### src/rtl/fv_split_bus_encoder.sv
module fv_split_bus_encoder #(
  parameter int W    = 32,
  parameter int HI_W = 20
) (
  input  logic         clk,
  input  logic         rst_n,
  input  logic         in_valid,
  input  logic [W-1:0] in_data,
  output logic         out_valid,
  output logic [W-1:0] bus_out,
  output logic         enc_out
);
  localparam int LO_W = W - HI_W;
  localparam int FRW  = $clog2(W);
  localparam int HRW  = $clog2(HI_W);
  localparam int LRW  = $clog2(LO_W);
  localparam logic [FRW-1:0] F_LAST = FRW'(W - 1);
  localparam logic [HRW-1:0] H_LAST = HRW'(HI_W - 1);
  localparam logic [LRW-1:0] L_LAST = LRW'(LO_W - 1);

  logic [W-1:0]    f_tab [W];
  logic [FRW-1:0]  f_rank [W];
  logic [W-1:0]    f_vld;
  logic [HI_W-1:0] h_tab [HI_W];
  logic [HRW-1:0]  h_rank [HI_W];
  logic [HI_W-1:0] h_vld;
  logic [LO_W-1:0] l_tab [LO_W];
  logic [LRW-1:0]  l_rank [LO_W];
  logic [LO_W-1:0] l_vld;

  wire [HI_W-1:0] hi = in_data[W-1:LO_W];
  wire [LO_W-1:0] lo = in_data[LO_W-1:0];

  logic           f_hit, h_hit, l_hit;
  logic [FRW-1:0] f_idx, f_vic, f_ref, f_ref_rank;
  logic [HRW-1:0] h_idx, h_vic, h_ref, h_ref_rank;
  logic [LRW-1:0] l_idx, l_vic, l_ref, l_ref_rank;

  always_comb begin
    f_hit = 1'b0; f_idx = '0; f_vic = '0;
    for (int i = 0; i < W; i++) begin
      if (f_vld[i] && f_tab[i] == in_data) begin f_hit = 1'b1; f_idx = FRW'(i); end
      if (f_rank[i] == F_LAST) f_vic = FRW'(i);
    end
    h_hit = 1'b0; h_idx = '0; h_vic = '0;
    for (int i = 0; i < HI_W; i++) begin
      if (h_vld[i] && h_tab[i] == hi) begin h_hit = 1'b1; h_idx = HRW'(i); end
      if (h_rank[i] == H_LAST) h_vic = HRW'(i);
    end
    l_hit = 1'b0; l_idx = '0; l_vic = '0;
    for (int i = 0; i < LO_W; i++) begin
      if (l_vld[i] && l_tab[i] == lo) begin l_hit = 1'b1; l_idx = LRW'(i); end
      if (l_rank[i] == L_LAST) l_vic = LRW'(i);
    end
  end

  assign f_ref = f_hit ? f_idx : f_vic;
  assign h_ref = h_hit ? h_idx : h_vic;
  assign l_ref = l_hit ? l_idx : l_vic;
  assign f_ref_rank = f_rank[f_ref];
  assign h_ref_rank = h_rank[h_ref];
  assign l_ref_rank = l_rank[l_ref];

  wire [W-1:0]    f_oh = {{(W-1){1'b0}}, 1'b1} << f_idx;
  wire [HI_W-1:0] h_oh = {{(HI_W-1){1'b0}}, 1'b1} << h_idx;
  wire [LO_W-1:0] l_oh = {{(LO_W-1){1'b0}}, 1'b1} << l_idx;
  wire hi_multi = $countones(hi) >= 2;
  wire lo_multi = $countones(lo) >= 2;

  logic [W-1:0] code;
  logic         enc;
  always_comb begin
    code = in_data;
    enc  = 1'b1;
    if (f_hit)                    code = f_oh;
    else if (h_hit && l_hit)      code = {h_oh, l_oh};
    else if (h_hit && lo_multi)   code = {h_oh, lo};
    else if (l_hit && hi_multi)   code = {hi, l_oh};
    else                          enc  = 1'b0;
  end

  always_ff @(posedge clk) begin
    if (!rst_n) begin
      out_valid <= 1'b0;
      bus_out   <= '0;
      enc_out   <= 1'b0;
      f_vld     <= '0;
      h_vld     <= '0;
      l_vld     <= '0;
      for (int i = 0; i < W; i++)    f_rank[i] <= FRW'(i);
      for (int i = 0; i < HI_W; i++) h_rank[i] <= HRW'(i);
      for (int i = 0; i < LO_W; i++) l_rank[i] <= LRW'(i);
    end else begin
      out_valid <= in_valid;
      if (in_valid) begin
        bus_out <= bus_out ^ code;
        enc_out <= enc;
        for (int i = 0; i < W; i++)
          if (FRW'(i) == f_ref) begin f_rank[i] <= '0; f_vld[i] <= 1'b1; end
          else if (f_rank[i] < f_ref_rank) f_rank[i] <= f_rank[i] + 1'b1;
        for (int i = 0; i < HI_W; i++)
          if (HRW'(i) == h_ref) begin h_rank[i] <= '0; h_vld[i] <= 1'b1; end
          else if (h_rank[i] < h_ref_rank) h_rank[i] <= h_rank[i] + 1'b1;
        for (int i = 0; i < LO_W; i++)
          if (LRW'(i) == l_ref) begin l_rank[i] <= '0; l_vld[i] <= 1'b1; end
          else if (l_rank[i] < l_ref_rank) l_rank[i] <= l_rank[i] + 1'b1;
      end
    end
  end

  always_ff @(posedge clk) begin
    if (rst_n && in_valid) begin
      f_tab[f_ref] <= in_data;
      h_tab[h_ref] <= hi;
      l_tab[l_ref] <= lo;
    end
  end
endmodule

### config.mk
export PLATFORM = sky130hd
export DESIGN_NAME = fv_split_bus_encoder
export DESIGN_NICKNAME = d
export VERILOG_FILES = /design/src/rtl/fv_split_bus_encoder.sv
export SDC_FILE = /design/constraint.sdc
export NUM_CORES = 2
export LEC_CHECK = 0
export BUFFER_PORTS_ARGS = -buffer_cell sky130_fd_sc_hd__buf_2
export CORE_AREA = 2 2 437 439
export CTS_CLUSTER_DIAMETER = 60
export DETAILED_ROUTE_END_ITERATION = 6
export DIE_AREA = 0 0 439 441
export PLACE_DENSITY = 0.75
export SYNTH_ARGS = -nofsm -noshare
export SYNTH_HDL_FRONTEND = slang
export SYNTH_SLANG_ARGS = --single-unit
### constraint.sdc
create_clock -name clk -period 12.9 [get_ports clk]
set_input_delay 2.58 -clock clk [delete_from_list [all_inputs] [get_ports clk]]
set_output_delay 2.58 -clock clk [all_outputs]
set_load 0.005 [all_outputs]
* Word level (Yosys, flattened, before mapping)
Memory sizes are Yosys's and may differ from the RTL's.
Cells that the tools add are included.
** Word-level totals
- Output and inout port bits :: 34
- Memories kept :: 6
- Bits of input ports :: 35
- Bits in registers :: 98
- Memory bits (writable) :: 1876
** Memories
- f_tab :: depth 32, width 32, read ports 32, clocked after Yosys merged registers in 0, write ports 1, line 21 : logic [W-1:0] f_tab [W];
- h_tab :: depth 20, width 20, read ports 20, clocked after Yosys merged registers in 0, write ports 1, line 24 : logic [HI_W-1:0] h_tab [HI_W];
- f_rank :: depth 32, width 5, read ports 33, clocked after Yosys merged registers in 0, write ports 32, line 22 : logic [FRW-1:0] f_rank [W];
- l_tab :: depth 12, width 12, read ports 12, clocked after Yosys merged registers in 0, write ports 1, line 27 : logic [LO_W-1:0] l_tab [LO_W];
- h_rank :: depth 20, width 5, read ports 21, clocked after Yosys merged registers in 0, write ports 20, line 25 : logic [HRW-1:0] h_rank [HI_W];
- l_rank :: depth 12, width 4, read ports 13, clocked after Yosys merged registers in 0, write ports 12, line 28 : logic [LRW-1:0] l_rank [LO_W];
** Operators by class
- Add/sub/neg operators :: 94
- Reduce and logical (&&, ||, !) cells :: 135
- Order comparisons :: 66
- Multiplexer cells :: 904
- Bitwise logic cells :: 129
- Equal/unequal tests :: 186
- Shifts and indexed selects :: 3
** Operators by type and width (count)
- 32-bit equality test :: 32
- 5-bit 2-to-1 mux :: 202
- 1-bit 2-to-1 mux :: 653
- 20-bit equality test :: 20
- 5-bit by 1-bit adder with 5-bit output, second input constant :: 52
- 5-bit less-than comparator :: 52
- 5-bit equality test, second input constant :: 50
- 4-bit 2-to-1 mux :: 45
- 12-bit equality test :: 12
- 1-bit OR :: 128
- 2-bit AND reduction :: 64
- 5-bit equality test, first input constant :: 20
- 32-bit 2-to-1 mux :: 3
- 4-bit by 5-bit equality test with 1-bit output, first input constant :: 16
- 1-bit logical AND :: 68
- 4-bit by 1-bit adder with 4-bit output, second input constant :: 12
- 4-bit less-than comparator :: 12
- 4-bit equality test, second input constant :: 11
- 3-bit by 5-bit equality test with 1-bit output, first input constant :: 8
- 1-bit by 1-bit adder with 2-bit output :: 16
- 1-bit by 5-bit << shifter with 32-bit output, first input constant :: 1
- 32-bit bitwise XOR :: 1
- 2-bit by 2-bit adder with 3-bit output :: 8
- 2-bit by 5-bit equality test with 1-bit output, first input constant :: 4
- 16 further kinds :: 27

* Depth between registers and ports, before layout
An unclocked memory read counts as a cell.
- Depth after elaboration :: 44
- Mapped depth :: 32
- Depth with buffers taken out :: 26

* Worst setup path after synthesis
No wires, ideal clock.
- Path type :: input port to flip-flop
- Start :: in in_data[5]
- End :: mem f_rank[11][0] in the netlist's numbering (enable)
- Path slack :: 2.790 ns
- Cell stages on the path :: 26
- Arrival time :: 9.831 ns
- Cell sequence :: buf_2 buf_2 xor2_1 nor4_1 nand4_1 or4_1 a31o_1 a2111o_1 a2111o_1 o211ai_2 buf_6 buf_6 buf_2 buf_2 mux2_2 o211ai_1 a31oi_1 o21ai_0 ha_1 a21oi_1 nor2b_1 o21ai_0 o211ai_1 a41oi_1 a21o_1 or3b_1
** RTL lines
- from (decl) :: line 8 : input logic [W-1:0] in_data,
- to (decl) :: line 22

==> summary.txt <==
Logic synthesis
  – Post-synthesis mux area share: 0.01548
  – Complex-gate fraction of the synthesized area: 0.05693
  – Top cells by count, synth: edfxtp_1 (1876), xnor2_1 (972), xor2_1 (760), nand4_1 (414), nand2_1 (361)
  – Ys flop type: edfxtp_1
  – Count of flip-flops with a built-in enable after synthesis: 1876
  – Syn Inst Count: 7950
  – Count leader, synth: edfxtp_1
  – Dominant cells by area after synthesis: edfxtp_1 (55%), xnor2_1 (8.4%), xor2_1 (6.6%)
  – Post-synthesis sequential area ratio: 0.5742
  – Largest area contributor in the netlist: edfxtp_1
  – XOR/XNOR Fraction of Synth Area: 0.1494
  – Synth top area share: 0.5549
  – Syn nets: 8356
  – Syn Std Cell Area: 101500 sq um
  – Largest family of logic cells by synthesized area: XOR/XNOR gates
  – Mapped Avg Cell Area: 12.77 sq um
  – Post-synth ARST share: 0
  – Adder-cell share of the synthesized area: 0.04728
  – Simple-gate share of the synthesized area: 0.1302
  – Count of state elements after synthesis: 1974
  – Count of different cell masters after synthesis: 91
  – Synth warn: 0

Power and ir drop
  – Clock network power share: 0.212
  – Static Leak: 37.94 nW
  – Pint: 16.34 mW
  – Seq pwr share: 0.327
  – Psw: 11.47 mW
  – Power per Cell Area: 248.7 nW/um^2
  – Combinational fraction of design power: 0.462
  – Worst VDD drop: 0.4639 mV
  – Switch share: 0.4125

Clock tree
  – Inserted Clock Buffers: 201
  – Post-CTS Resized: 0
  – CTS Sinks: 1974
  – Postcts setup bufs: 0
  – Reg clk slew, reported paths: 0.06 ns
  – H-tree depth: 4
  – Hold_buf cts: 0
  – Max clock buf depth: 3
  – CTS root buf: clkbuf_16
  – Latest clock arrival within the worst-skew pair: 0.86 ns
  – CTS tree: built

GRT
  – First-pass GRT wire length: 421100 um
  – Gr ovfl total: 0
  – Largest net degree at the start of global routing: 75
  – Initial antenna violation count: 6
  – Total Routing Usage GR: 0.2874
  – Vias in the first global route: 67050

Critical path
  – Crit path kind: in -> reg
  – Endpoint type of the worst setup path: flop
  – Cell mode on critical path: nand4_1
  – Worst setup SP type: input pin
  – CP max FO: 59
  – Slowest CP cell: o211ai_4
  – Slowest stage delay, CP: 1.18 ns
  – Arr. time, crit path: 11.56 ns
  – Req. time, crit path: 13.44 ns
  – WP buf/inv: 4
  – Top cell family by delay on the critical path: simple AND/OR/NAND/NOR gates

Floorplan
  – Row cnt: 160
  – Io pins: 69
  – Starting Density: 0.5366
  – Die Footprint: 193600 sq um
  – Die Wd: 439 um
  – Core area: 189200 sq um
  – Die H: 441 um

Placement
  – Dpl hpwl: 180500 um
  – IO buf count: 68
  – DP Area: 105200 sq um
  – RD Place Congestion: 0.9616

STA
  – Min Clock Period, post-route: 11.02 ns
  – Tcrit/Tclk final: 0.8545
  – Slew HR: 0.1586
  – Slew Viols, Final: 0
  – Worst-margin pin slew: 1.261 ns
  – Final hold vios: 0
  – RSZ-0062 raised after global routing: false
  – Max frequency: 90.72 MHz
  – Worst Clk Skew: 0.02703 ns
  – Setup TNS Final: 0 ns
  – Final setup violating endpoints: 0

Detailed routing
  – Initial DRC Count: 8873
  – Vias post-DR: 68420
  – Post-DRT Antenna Nets: 0
  – Residual DRC count: 1
  – Vias per Instance: 6.324
  – Drt first pass iters: 7
  – WL final: 282600 um
  – Routed wire per std cell: 26.12 um

Final layout
  – Post-route cell area: 111800 sq um
  – Area grow syn2layout: 10.17%
  – Layout cells sized above 1: 0.09090
  – Fill cells: 14610
  – Nets: 8534

Min path
  – Worst min path class: reg -> reg

Run status
  – Status: finished with violations
  – Failing checks: design-rule violations

Run
  – Maxcap violations: 0
## cell type report
cell class / count / area, sq um / area share
antenna: 2 / 5.005 / 0.00004475
tap: 2511 / 3142 / 0.02809
clock inverter: 104 / 1095 / 0.009788
inverter: 186 / 698.2 / 0.006242
clock buffer: 277 / 5559 / 0.04970
sequential: 1974 / 58300 / 0.5212
timing repair buffer: 270 / 2241 / 0.02004
multi-input combinational: 5495 / 40810 / 0.3649
## power by group through the flow
| stage | clock [mW] | sequential [mW] | combinational (mW) |
|---|---|---|---|
| 6_report | 5.89 | 9.09 | 12.8 |
| 3_5_place_dp | 0 | 9.20 | 12.5 |
| 2_1_floorplan | 0 | 8.92 | 8.95 |
| 3_3_place_gp | 0 | 9.17 | 11.9 |
| 5_1_grt | 6.17 | 9.18 | 14.2 |
| 4_1_cts | 5.94 | 9.07 | 12.6 |
## stage by stage
step	util	total power [mW]	hold WS [ns]	worst slack (ns)	std cells
floorplan	-	17.87	0.4264	2.790	7950
global placement	0.5558	21.11	0.4328	1.335	10430
detailed placement	0.5558	21.71	0.4392	1.323	10430
CTS	0.5910	27.61	0.4529	2.125	10820
global route	0.5912	29.52	0.4800	1.601	10820
finish	0.5912	27.82	0.4540	1.877	10820
## routing by layer
| layer | wire (um) | GRT usage |
|---|---|---|
| met1 | 113100 | 0.3961 |
| met2 | 127600 | 0.4476 |
| met3 | 29730 | 0.05675 |
| met4 | 12160 | 0.1167 |
| met5 | 14 | 0 |
## worst paths after layout
kind | from | to | slack, ns | cells past startpoint
setup / recovery | in_data[28] | f_rank[6][4] | 1.88 | 26
hold / removal | l_vld[6] | l_vld[6] | 0.45 | 1
setup reg to reg | f_tab[14][21] | f_rank[6][4] | 4.24 | 24
hold reg to reg | l_vld[6] | l_vld[6] | 0.45 | 1
## cells by family after synthesis
group / Yosys count
simple gates: 2372
flops: 1974
xor+xnor: 1732
compound gates: 871
buf+inv: 481
fa+ha+maj: 371
mux: 149
## flip-flops by register name (all words and copies together), names as in the netlist, 12 cells and up
register / count
h_vld: 20
f_rank: 160
l_vld: 12
l_rank: 48
f_tab: 1024
f_vld: 32
l_tab: 144
h_tab: 400
h_rank: 100
bus_out: 32
## cell usage in the layout (no fill, tap or decap), types with 40 or more instances in the layout
| master | netlist | final |
|---|---|---|
| o31ai_1 | 51 | 51 |
| clkbuf_16 | 0 | 204 |
| o211ai_1 | 70 | 70 |
| xnor2_1 | 972 | 972 |
| nor2_1 | 309 | 291 |
| buf_4 | 82 | 188 |
| a21o_1 | 77 | 77 |
| nand3_1 | 246 | 246 |
| nand2b_1 | 46 | 46 |
| a31oi_1 | 57 | 56 |
| and2_1 | 90 | 90 |
| clkbuf_1 | 73 | 55 |
| xor2_1 | 760 | 760 |
| nand2_1 | 361 | 359 |
| nor2b_1 | 76 | 76 |
| dfxtp_1 | 98 | 98 |
| or4_1 | 44 | 44 |
| nor4_1 | 347 | 346 |
| a21oi_1 | 188 | 186 |
| inv_1 | 182 | 182 |
| and3_1 | 52 | 52 |
| nor3_1 | 130 | 110 |
| nand4b_1 | 40 | 40 |
| edfxtp_1 | 1876 | 1876 |
| mux2_2 | 54 | 54 |
| nand4_1 | 414 | 414 |
| ha_1 | 350 | 350 |
| mux2i_1 | 94 | 92 |
| o21ai_0 | 162 | 159 |
| nor3b_1 | 45 | 45 |
(Power assumes the default switching activity.)
